[config.mk]
export PLATFORM = sky130hd
export DESIGN_NAME = dma_nest_chan
export DESIGN_NICKNAME = d
export VERILOG_FILES = /design/src/rtl/dnc_pkg.sv /design/src/rtl/dnc_size_dec.sv /design/src/rtl/dnc_addr_step.sv /design/src/rtl/dnc_lane_buf.sv /design/src/rtl/dma_nest_chan.sv
export SDC_FILE = /design/constraint.sdc
export NUM_CORES = 1
export LEC_CHECK = 0
export ABC_CLOCK_PERIOD_IN_PS = 9100
export CORE_MARGIN = 1
export CORE_UTILIZATION = 37
export DETAILED_ROUTE_END_ITERATION = 10
export GPL_TIMING_DRIVEN = 0
export HOLD_SLACK_MARGIN = 0.02
export PLACE_DENSITY = 0.57
export SETUP_SLACK_MARGIN = 0.05
export SLEW_MARGIN = 20
export SYNTH_ARGS = -nofsm -noshare
export SYNTH_HDL_FRONTEND = slang
export SYNTH_HIERARCHICAL = 1
export SYNTH_SLANG_ARGS = --single-unit
[constraint.sdc]
create_clock -name clk -period 9.1 [get_ports clk]
set_clock_uncertainty 0.1 [all_clocks]
set_input_delay 1.82 -clock clk [delete_from_list [all_inputs] [get_ports clk]]
set_output_delay 1.82 -clock clk [all_outputs]
set_load 0.02 [all_outputs]
[src/rtl/dnc_pkg.sv]
package dnc_pkg;
    typedef enum logic [1:0] {
        ST_IDLE = 2'd0,
        ST_XFER = 2'd1,
        ST_RDW  = 2'd2
    } dnc_state_e;
endpackage

[src/rtl/dnc_size_dec.sv]
module dnc_size_dec #(
    parameter int NB = 4,
    localparam int LOG_NB = $clog2(NB),
    localparam int CW = LOG_NB + 1
) (
    input  logic [2:0]    code,
    output logic [CW-1:0] nbytes,
    output logic          ok
);
    always_comb begin
        ok     = (int'(code) <= LOG_NB);
        nbytes = ok ? (CW'(1) << code) : CW'(1);
    end
endmodule

[src/rtl/dnc_addr_step.sv]
module dnc_addr_step #(
    parameter int AW   = 32,
    parameter int OFFW = 16
) (
    input  logic [AW-1:0]   base,
    input  logic [OFFW-1:0] off,
    output logic [AW-1:0]   sum
);
    generate
        if (OFFW < AW) begin : g_ext
            assign sum = base + {{(AW-OFFW){off[OFFW-1]}}, off};
        end else begin : g_full
            assign sum = base + off[AW-1:0];
        end
    endgenerate
endmodule

[src/rtl/dnc_lane_buf.sv]
module dnc_lane_buf #(
    parameter int DW = 32,
    localparam int NB = DW / 8,
    localparam int CW = $clog2(NB) + 1
) (
    input  logic [DW-1:0] stash,
    input  logic [DW-1:0] rdata,
    input  logic [CW-1:0] fill,
    input  logic [CW-1:0] rd_bytes,
    input  logic [CW-1:0] wr_bytes,
    output logic [DW-1:0] stash_ins,
    output logic [DW-1:0] stash_pop,
    output logic [DW-1:0] wdata
);
    always_comb begin
        for (int i = 0; i < NB; i++) begin
            stash_ins[8*i +: 8] = stash[8*i +: 8];
            if (i >= int'(fill) && i < int'(fill) + int'(rd_bytes))
                stash_ins[8*i +: 8] = rdata[8*(i - int'(fill)) +: 8];
            if (i + int'(wr_bytes) < NB)
                stash_pop[8*i +: 8] = stash[8*(i + int'(wr_bytes)) +: 8];
            else
                stash_pop[8*i +: 8] = 8'h00;
            wdata[8*i +: 8] = (i < int'(wr_bytes)) ? stash[8*i +: 8] : 8'h00;
        end
    end
endmodule

[src/rtl/dma_nest_chan.sv]
module dma_nest_chan
    import dnc_pkg::*;
#(
    parameter int AW   = 32,
    parameter int DW   = 32,
    parameter int OFFW = 16,
    parameter int ITW  = 15
) (
    input  logic            clk,
    input  logic            rst_n,
    input  logic            dsc_wr,
    input  logic [AW-1:0]   dsc_src,
    input  logic [AW-1:0]   dsc_dst,
    input  logic [OFFW-1:0] dsc_src_step,
    input  logic [OFFW-1:0] dsc_dst_step,
    input  logic [2:0]      dsc_src_size,
    input  logic [2:0]      dsc_dst_size,
    input  logic [31:0]     dsc_minor_bytes,
    input  logic [AW-1:0]   dsc_src_last,
    input  logic [AW-1:0]   dsc_dst_last,
    input  logic [ITW-1:0]  dsc_iter_cur,
    input  logic [ITW-1:0]  dsc_iter_begin,
    input  logic            dsc_irq_en,
    input  logic            dsc_start,
    input  logic            sw_start,
    input  logic            req_en,
    input  logic            hw_req,
    output logic            mem_rd,
    output logic            mem_wr,
    output logic [AW-1:0]   mem_addr,
    output logic [2:0]      mem_size,
    output logic [DW-1:0]   mem_wdata,
    input  logic [DW-1:0]   mem_rdata,
    output logic            busy,
    output logic            done,
    output logic            irq,
    output logic            err
);
    localparam int NB = DW / 8;
    localparam int CW = $clog2(NB) + 1;
    localparam int LW = 33;

    typedef struct packed {
        dnc_state_e      st;
        logic [AW-1:0]   sa;
        logic [AW-1:0]   da;
        logic [OFFW-1:0] soff;
        logic [OFFW-1:0] doff;
        logic [2:0]      ssz;
        logic [2:0]      dsz;
        logic [31:0]     nb;
        logic [AW-1:0]   slast;
        logic [AW-1:0]   dlast;
        logic [ITW-1:0]  citer;
        logic [ITW-1:0]  biter;
        logic            ien;
        logic            start;
        logic [LW-1:0]   left;
        logic [DW-1:0]   stash;
        logic [CW-1:0]   fill;
        logic            done;
        logic            irq;
        logic            err;
    } regs_t;

    regs_t q, d;

    logic [CW-1:0] sb, db;
    logic          s_ok, d_ok;
    logic [AW-1:0] sa_step, da_step, sa_end, da_end;
    logic [DW-1:0] stash_ins, stash_pop, wdata_c;
    logic          act, bad, misfit;
    logic          rd_c, wr_c;

    dnc_size_dec #(.NB(NB)) u_sdec (.code(q.ssz), .nbytes(sb), .ok(s_ok));
    dnc_size_dec #(.NB(NB)) u_ddec (.code(q.dsz), .nbytes(db), .ok(d_ok));

    dnc_addr_step #(.AW(AW), .OFFW(OFFW)) u_sa_step (.base(q.sa), .off(q.soff), .sum(sa_step));
    dnc_addr_step #(.AW(AW), .OFFW(OFFW)) u_da_step (.base(q.da), .off(q.doff), .sum(da_step));
    dnc_addr_step #(.AW(AW), .OFFW(AW))   u_sa_end  (.base(q.sa), .off(q.slast), .sum(sa_end));
    dnc_addr_step #(.AW(AW), .OFFW(AW))   u_da_end  (.base(da_step), .off(q.dlast), .sum(da_end));

    dnc_lane_buf #(.DW(DW)) u_lane (
        .stash(q.stash), .rdata(mem_rdata), .fill(q.fill),
        .rd_bytes(sb), .wr_bytes(db),
        .stash_ins(stash_ins), .stash_pop(stash_pop), .wdata(wdata_c)
    );

    always_comb begin
        d      = q;
        act    = (hw_req & req_en) | q.start;
        misfit = ((q.nb & 32'(sb - CW'(1))) != 32'd0) ||
                 ((q.nb & 32'(db - CW'(1))) != 32'd0);
        bad    = !s_ok || !d_ok || misfit;
        rd_c   = 1'b0;
        wr_c   = 1'b0;
        case (q.st)
            ST_IDLE: begin
                if (dsc_wr) begin
                    d.sa    = dsc_src;
                    d.da    = dsc_dst;
                    d.soff  = dsc_src_step;
                    d.doff  = dsc_dst_step;
                    d.ssz   = dsc_src_size;
                    d.dsz   = dsc_dst_size;
                    d.nb    = dsc_minor_bytes;
                    d.slast = dsc_src_last;
                    d.dlast = dsc_dst_last;
                    d.citer = dsc_iter_cur;
                    d.biter = dsc_iter_begin;
                    d.ien   = dsc_irq_en;
                    d.start = dsc_start;
                    d.done  = 1'b0;
                    d.irq   = 1'b0;
                    d.err   = 1'b0;
                end else if (act) begin
                    if (bad) begin
                        d.err   = 1'b1;
                        d.start = 1'b0;
                    end else begin
                        d.st   = ST_XFER;
                        d.left = (q.nb == 32'd0) ? {1'b1, 32'd0} : {1'b0, q.nb};
                        d.fill = '0;
                        d.done = 1'b0;
                        d.irq  = 1'b0;
                        d.err  = 1'b0;
                    end
                end
            end
            ST_XFER: begin
                if (q.fill >= db) begin
                    wr_c    = 1'b1;
                    d.da    = da_step;
                    d.stash = stash_pop;
                    d.fill  = q.fill - db;
                    d.left  = q.left - LW'(db);
                    if (q.left == LW'(db)) begin
                        d.st = ST_IDLE;
                        if (q.citer <= ITW'(1)) begin
                            d.sa    = sa_end;
                            d.da    = da_end;
                            d.citer = q.biter;
                            d.done  = 1'b1;
                            d.irq   = q.ien;
                            d.start = 1'b0;
                        end else begin
                            d.citer = q.citer - ITW'(1);
                        end
                    end
                end else begin
                    rd_c = 1'b1;
                    d.sa = sa_step;
                    d.st = ST_RDW;
                end
            end
            ST_RDW: begin
                d.stash = stash_ins;
                d.fill  = q.fill + sb;
                d.st    = ST_XFER;
            end
            default: d.st = ST_IDLE;
        endcase
        if (sw_start) d.start = 1'b1;
    end

    always_ff @(posedge clk) begin
        if (!rst_n) q <= '0;
        else        q <= d;
    end

    assign mem_rd    = rd_c;
    assign mem_wr    = wr_c;
    assign mem_addr  = wr_c ? q.da : q.sa;
    assign mem_size  = wr_c ? q.dsz : q.ssz;
    assign mem_wdata = wdata_c;
    assign busy      = (q.st != ST_IDLE);
    assign done      = q.done;
    assign irq       = q.irq;
    assign err       = q.err;
endmodule

==> reports/qor.log <==
INFO  worst_setup_path startpoint_type=flop
INFO  die            num_rows=93
INFO  min_path       worst_hold_path_type=flop to flop
INFO  logic_synthesis area_share_of_the_largest_cell_type_after_synthesis=25.2%
INFO  global_route   grt-ovfl-total=0
INFO  detailed_routing drt.antenna.violating_nets=0
INFO  layout         multi_input_comb_area=16900um2
INFO  worst_setup_path critical-path-top-delay-family=buffers and inverters
INFO  logic_synthesis ff_latch_count_synth=303
INFO  worst_setup_path worst_ep_required_time=7.18ns
INFO  place          io_buffers=339
INFO  layout         final_net_count=4002
INFO  power_and_ir_drop pwr_density_cell=280nW/um2
INFO  clock_network  clk_transition_reported_paths=0.06ns
INFO  timing         setup-violations-final=0
INFO  place          placer_s_final_routability_congestion_estimate=0.976
INFO  worst_setup_path worst_path_largest_cell_delay=0.70ns
INFO  layout         final_area=30000um2
INFO  layout         areaGrowthSynthToFinish=24.4%
INFO  logic_synthesis synthDominantAreaCellType=sky130_fd_sc_hd__dfxtp_1
INFO  detailed_routing drt_drc_violations_left=0
INFO  min_path       worst_hold_startpoint=q[85]
INFO  detailed_routing wl_per_cell=22.0um
INFO  power_and_ir_drop ir_worst_vdd=116uV
INFO  logic_synthesis synth.yosys.warnings=6
INFO  logic_synthesis cells_after_synth=3195
INFO  timing         postLayoutSetupSlackWorst=1.06ns
INFO  worst_setup_path path_cells=nand2b_1 > nor2_1 > inv_1 > ha_1 > a21o_1 > a31o_2 > clkbuf_1 > nand2_1 > inv_1 > clkbuf_1 > clkbuf_1 > nand2_1 > nand2_1 > clkdlybuf4s50_1
INFO  layout         fillCellCount=6587
INFO  logic_synthesis netlist-cell-type-count=108
INFO  global_route   globalRouteTotalUtil=28.8%
INFO  detailed_routing drt_iter0_drc=2163
INFO  clock_network  cts_hold_repair.buffers=0
INFO  die            die_boundary_height=257um
INFO  global_route   grt_start_max_net_pins=19
INFO  timing         worstMarginPinSlew=1.17ns
INFO  timing         fmax=124MHz
INFO  global_route   grt_antenna_before_repair=0
INFO  place          dp.final_hpwl=77500um
INFO  timing         final-hold-violation-count=0
INFO  detailed_routing vias_per_cell=5.71
INFO  logic_synthesis ys_top_cells_by_area=sky130_fd_sc_hd__dfxtp_1 25%, sky130_fd_sc_hd__nand2_1 10%, sky130_fd_sc_hd__ha_1 7.7%
INFO  clock_network  cts_made_buffers=41
INFO  clock_network  clock_sink_count=303
INFO  clock_network  skew_pair_late_insertion_delay=0.59ns
INFO  detailed_routing route.vias.total=25.5k
INFO  timing         slew_headroom=21.6%
INFO  clock_network  cts_tree=yes
INFO  global_route   first_global_vias=24.2k
INFO  die            core=64300um2
INFO  layout         final_core_util=46.6%
INFO  worst_setup_path regToRegStartpoint=q[220]
INFO  place          pre_cts_slack=1.89ns
INFO  clock_network  post-cts-setup-buffer-count=0
INFO  detailed_routing drt_pre_antenna_iters=6
INFO  timing         drv_slew=0
INFO  die            start_util=37.5%
INFO  logic_synthesis synth-main-ff-cell=sky130_fd_sc_hd__dfxtp_1
INFO  logic_synthesis mapped_nets=3620
INFO  worst_setup_path timing.critical_path.to_type=primary output
INFO  timing         timing.final.crit_period=8.04ns
INFO  die            fp.dieW=257um
INFO  worst_setup_path critical_path_buf_inv_count=6
INFO  place          placed_cell_area=28600um2
INFO  logic_synthesis synth.cell_area=24100um2
INFO  timing         rsz_0062_raised_after_global_routing=false
INFO  logic_synthesis syn_avg_cell_area=7.54um2
INFO  clock_network  cts_resized=0
INFO  worst_setup_path crit_path_start=q[200]
INFO  worst_setup_path crit_path_category=flop to primary output
INFO  outcome        result_of_the_run=finished, final reports clean
INFO  clock_network  htree_levels=2
INFO  worst_setup_path worstPathMaxFanout=11
INFO  power_and_ir_drop p_leak=11.8nW
INFO  global_route   wire_length_of_the_first_global_routing_pass=148000um
INFO  detailed_routing detail_route.wirelength=98300um
INFO  layout         final-seq-area=6070um2
INFO  layout         fraction_of_layout_cells_with_a_size_suffix_above_1=6.13%
INFO  logic_synthesis postSynth.asyncResetShare=0%
INFO  die            design.die.area=66200um2
INFO  timing         fin_setup_tns=0ns
INFO  logic_synthesis part_of_the_yosys_area_used_for_sequential_elements=25.2%
INFO  worst_setup_path crit_slowest_cell=sky130_fd_sc_hd__clkbuf_1
INFO  worst_setup_path data_arrival_at_the_endpoint_of_the_critical_path=6.12ns
INFO  die            design.portCount=341
INFO  logic_synthesis synth_enable_flop_cells=0
INFO  clock_network  clockRootBuffer=sky130_fd_sc_hd__clkbuf_16
INFO  flow_run       max_cap_violation_count=0
INFO  clock_network  cts_max_path_buffers=3
INFO  timing         layout_worst_path_cycle_share=88.4%
INFO  layout         antenna_cells=0
path summary, 6_finish.rpt:
path	end	slack (ns)	cells past startpoint
max reg2reg	q[268]	3.44	21
min	q[85]	0.36	2
min reg2reg	q[85]	0.36	2
max	mem_addr[30]	1.06	14
per-layer routing:
metal  routed length [um]  up-vias  GRT usage, %
li1                     -    12412             -
met1                43600    11971          38.7
met4                 3040        0          9.34
met5                    0        -             0
met3                 8160      144          6.21
met2                43500      936          45.7
Yosys cell counts, types with 11 or more instances:
cell type                  instances
sky130_fd_sc_hd__inv_1            54
sky130_fd_sc_hd__a21o_1           69
sky130_fd_sc_hd__clkbuf_1        183
sky130_fd_sc_hd__xor2_1           56
sky130_fd_sc_hd__nand2_1         654
sky130_fd_sc_hd__nor2b_1          44
sky130_fd_sc_hd__dfxtp_1         303
sky130_fd_sc_hd__a21oi_1         346
sky130_fd_sc_hd__o21bai_1         15
sky130_fd_sc_hd__nand2b_1         24
sky130_fd_sc_hd__nand3_1          57
sky130_fd_sc_hd__a31oi_1          95
sky130_fd_sc_hd__buf_2            18
sky130_fd_sc_hd__or3_1            15
sky130_fd_sc_hd__o21a_1           16
sky130_fd_sc_hd__o211ai_1         25
sky130_fd_sc_hd__a22oi_1          44
sky130_fd_sc_hd__and3_1           11
sky130_fd_sc_hd__o21ai_1          18
sky130_fd_sc_hd__nand4_1          35
sky130_fd_sc_hd__mux2_2           21
sky130_fd_sc_hd__a211oi_1         65
sky130_fd_sc_hd__mux4_2           20
sky130_fd_sc_hd__a311oi_2         30
sky130_fd_sc_hd__nor4_1           23
sky130_fd_sc_hd__nor3_1           76
sky130_fd_sc_hd__xnor2_1          67
sky130_fd_sc_hd__or4_1            13
sky130_fd_sc_hd__nor2_1          163
sky130_fd_sc_hd__mux2i_1          75
sky130_fd_sc_hd__ha_1            149
sky130_fd_sc_hd__and2_1           36
sky130_fd_sc_hd__o21ai_0         127
where the power goes:
group | internal [W] | switching (W)
clock network | 0.00105 | 0.000671
logic | 0.00170 | 0.00297
registers | 0.00162 | 0.000371
total | 0.00438 | 0.00401
logic make-up (layout without fill, tap and decap cells):
family,after synthesis,after routing,share of synthesized area (%)
and+or+nand+nor,1195,1195,22.3
AOI/OAI and AO/OA,1009,1009,28.3
DFF,303,303,25.2
buffers and inverters,282,693,4.92
adders and majority gates,157,157,8.40
muxes,126,126,6.43
xor gates and xnor gates,123,123,4.47
tightest hold or removal path, cell delays in order (launching register included):
cell	delay [ns]
sky130_fd_sc_hd__dfxtp_1	0.31
sky130_fd_sc_hd__nand2_1	0.05
sky130_fd_sc_hd__a21oi_1	0.05
layout by cell type (no fill, tap or decap), types with 35 or more instances in the layout:
cell type / count
sky130_fd_sc_hd__a22oi_1: 44
sky130_fd_sc_hd__inv_1: 54
sky130_fd_sc_hd__ha_1: 149
sky130_fd_sc_hd__a211oi_1: 65
sky130_fd_sc_hd__a21oi_1: 346
sky130_fd_sc_hd__nor3_1: 76
sky130_fd_sc_hd__nor2_1: 163
sky130_fd_sc_hd__a21o_1: 69
sky130_fd_sc_hd__clkbuf_1: 193
sky130_fd_sc_hd__and2_1: 36
sky130_fd_sc_hd__nor2b_1: 44
sky130_fd_sc_hd__a31oi_1: 95
sky130_fd_sc_hd__xor2_1: 56
sky130_fd_sc_hd__o21ai_0: 127
sky130_fd_sc_hd__clkbuf_16: 41
sky130_fd_sc_hd__xnor2_1: 67
sky130_fd_sc_hd__nand3_1: 57
sky130_fd_sc_hd__mux2i_1: 75
sky130_fd_sc_hd__dfxtp_1: 303
sky130_fd_sc_hd__clkdlybuf4s50_1: 339
sky130_fd_sc_hd__nand2_1: 654
sky130_fd_sc_hd__nand4_1: 35
flip-flops by register name, indices dropped and copies added (netlist names):
| name | flops |
|---|---|
| done | 1 |
| irq | 1 |
| q | 300 |
| err | 1 |
cell type report:
| type | instances | share of cell area (%) |
|---|---|---|
| multi-input cells | 2610 | 56.2 |
| repair buffers | 339 | 11.3 |
| plain buffers | 225 | 3.24 |
| flip-flops and latches | 303 | 20.2 |
| clock buffers | 58 | 3.84 |
| well taps | 855 | 3.57 |
| clock inverters | 14 | 0.839 |
| inverters | 57 | 0.714 |
metrics by stage:
stage	cells	total power [W]	hold WS, ns
2_1_floorplan	3195	0.00504	0.332
3_3_place_gp	4389	0.00658	0.341
3_5_place_dp	4389	0.00658	0.348
4_1_cts	4461	0.00833	0.356
5_1_grt	4461	0.00892	0.372
6_report	4461	0.00839	0.355
Note: power is estimated with default switching activity, not from simulation.
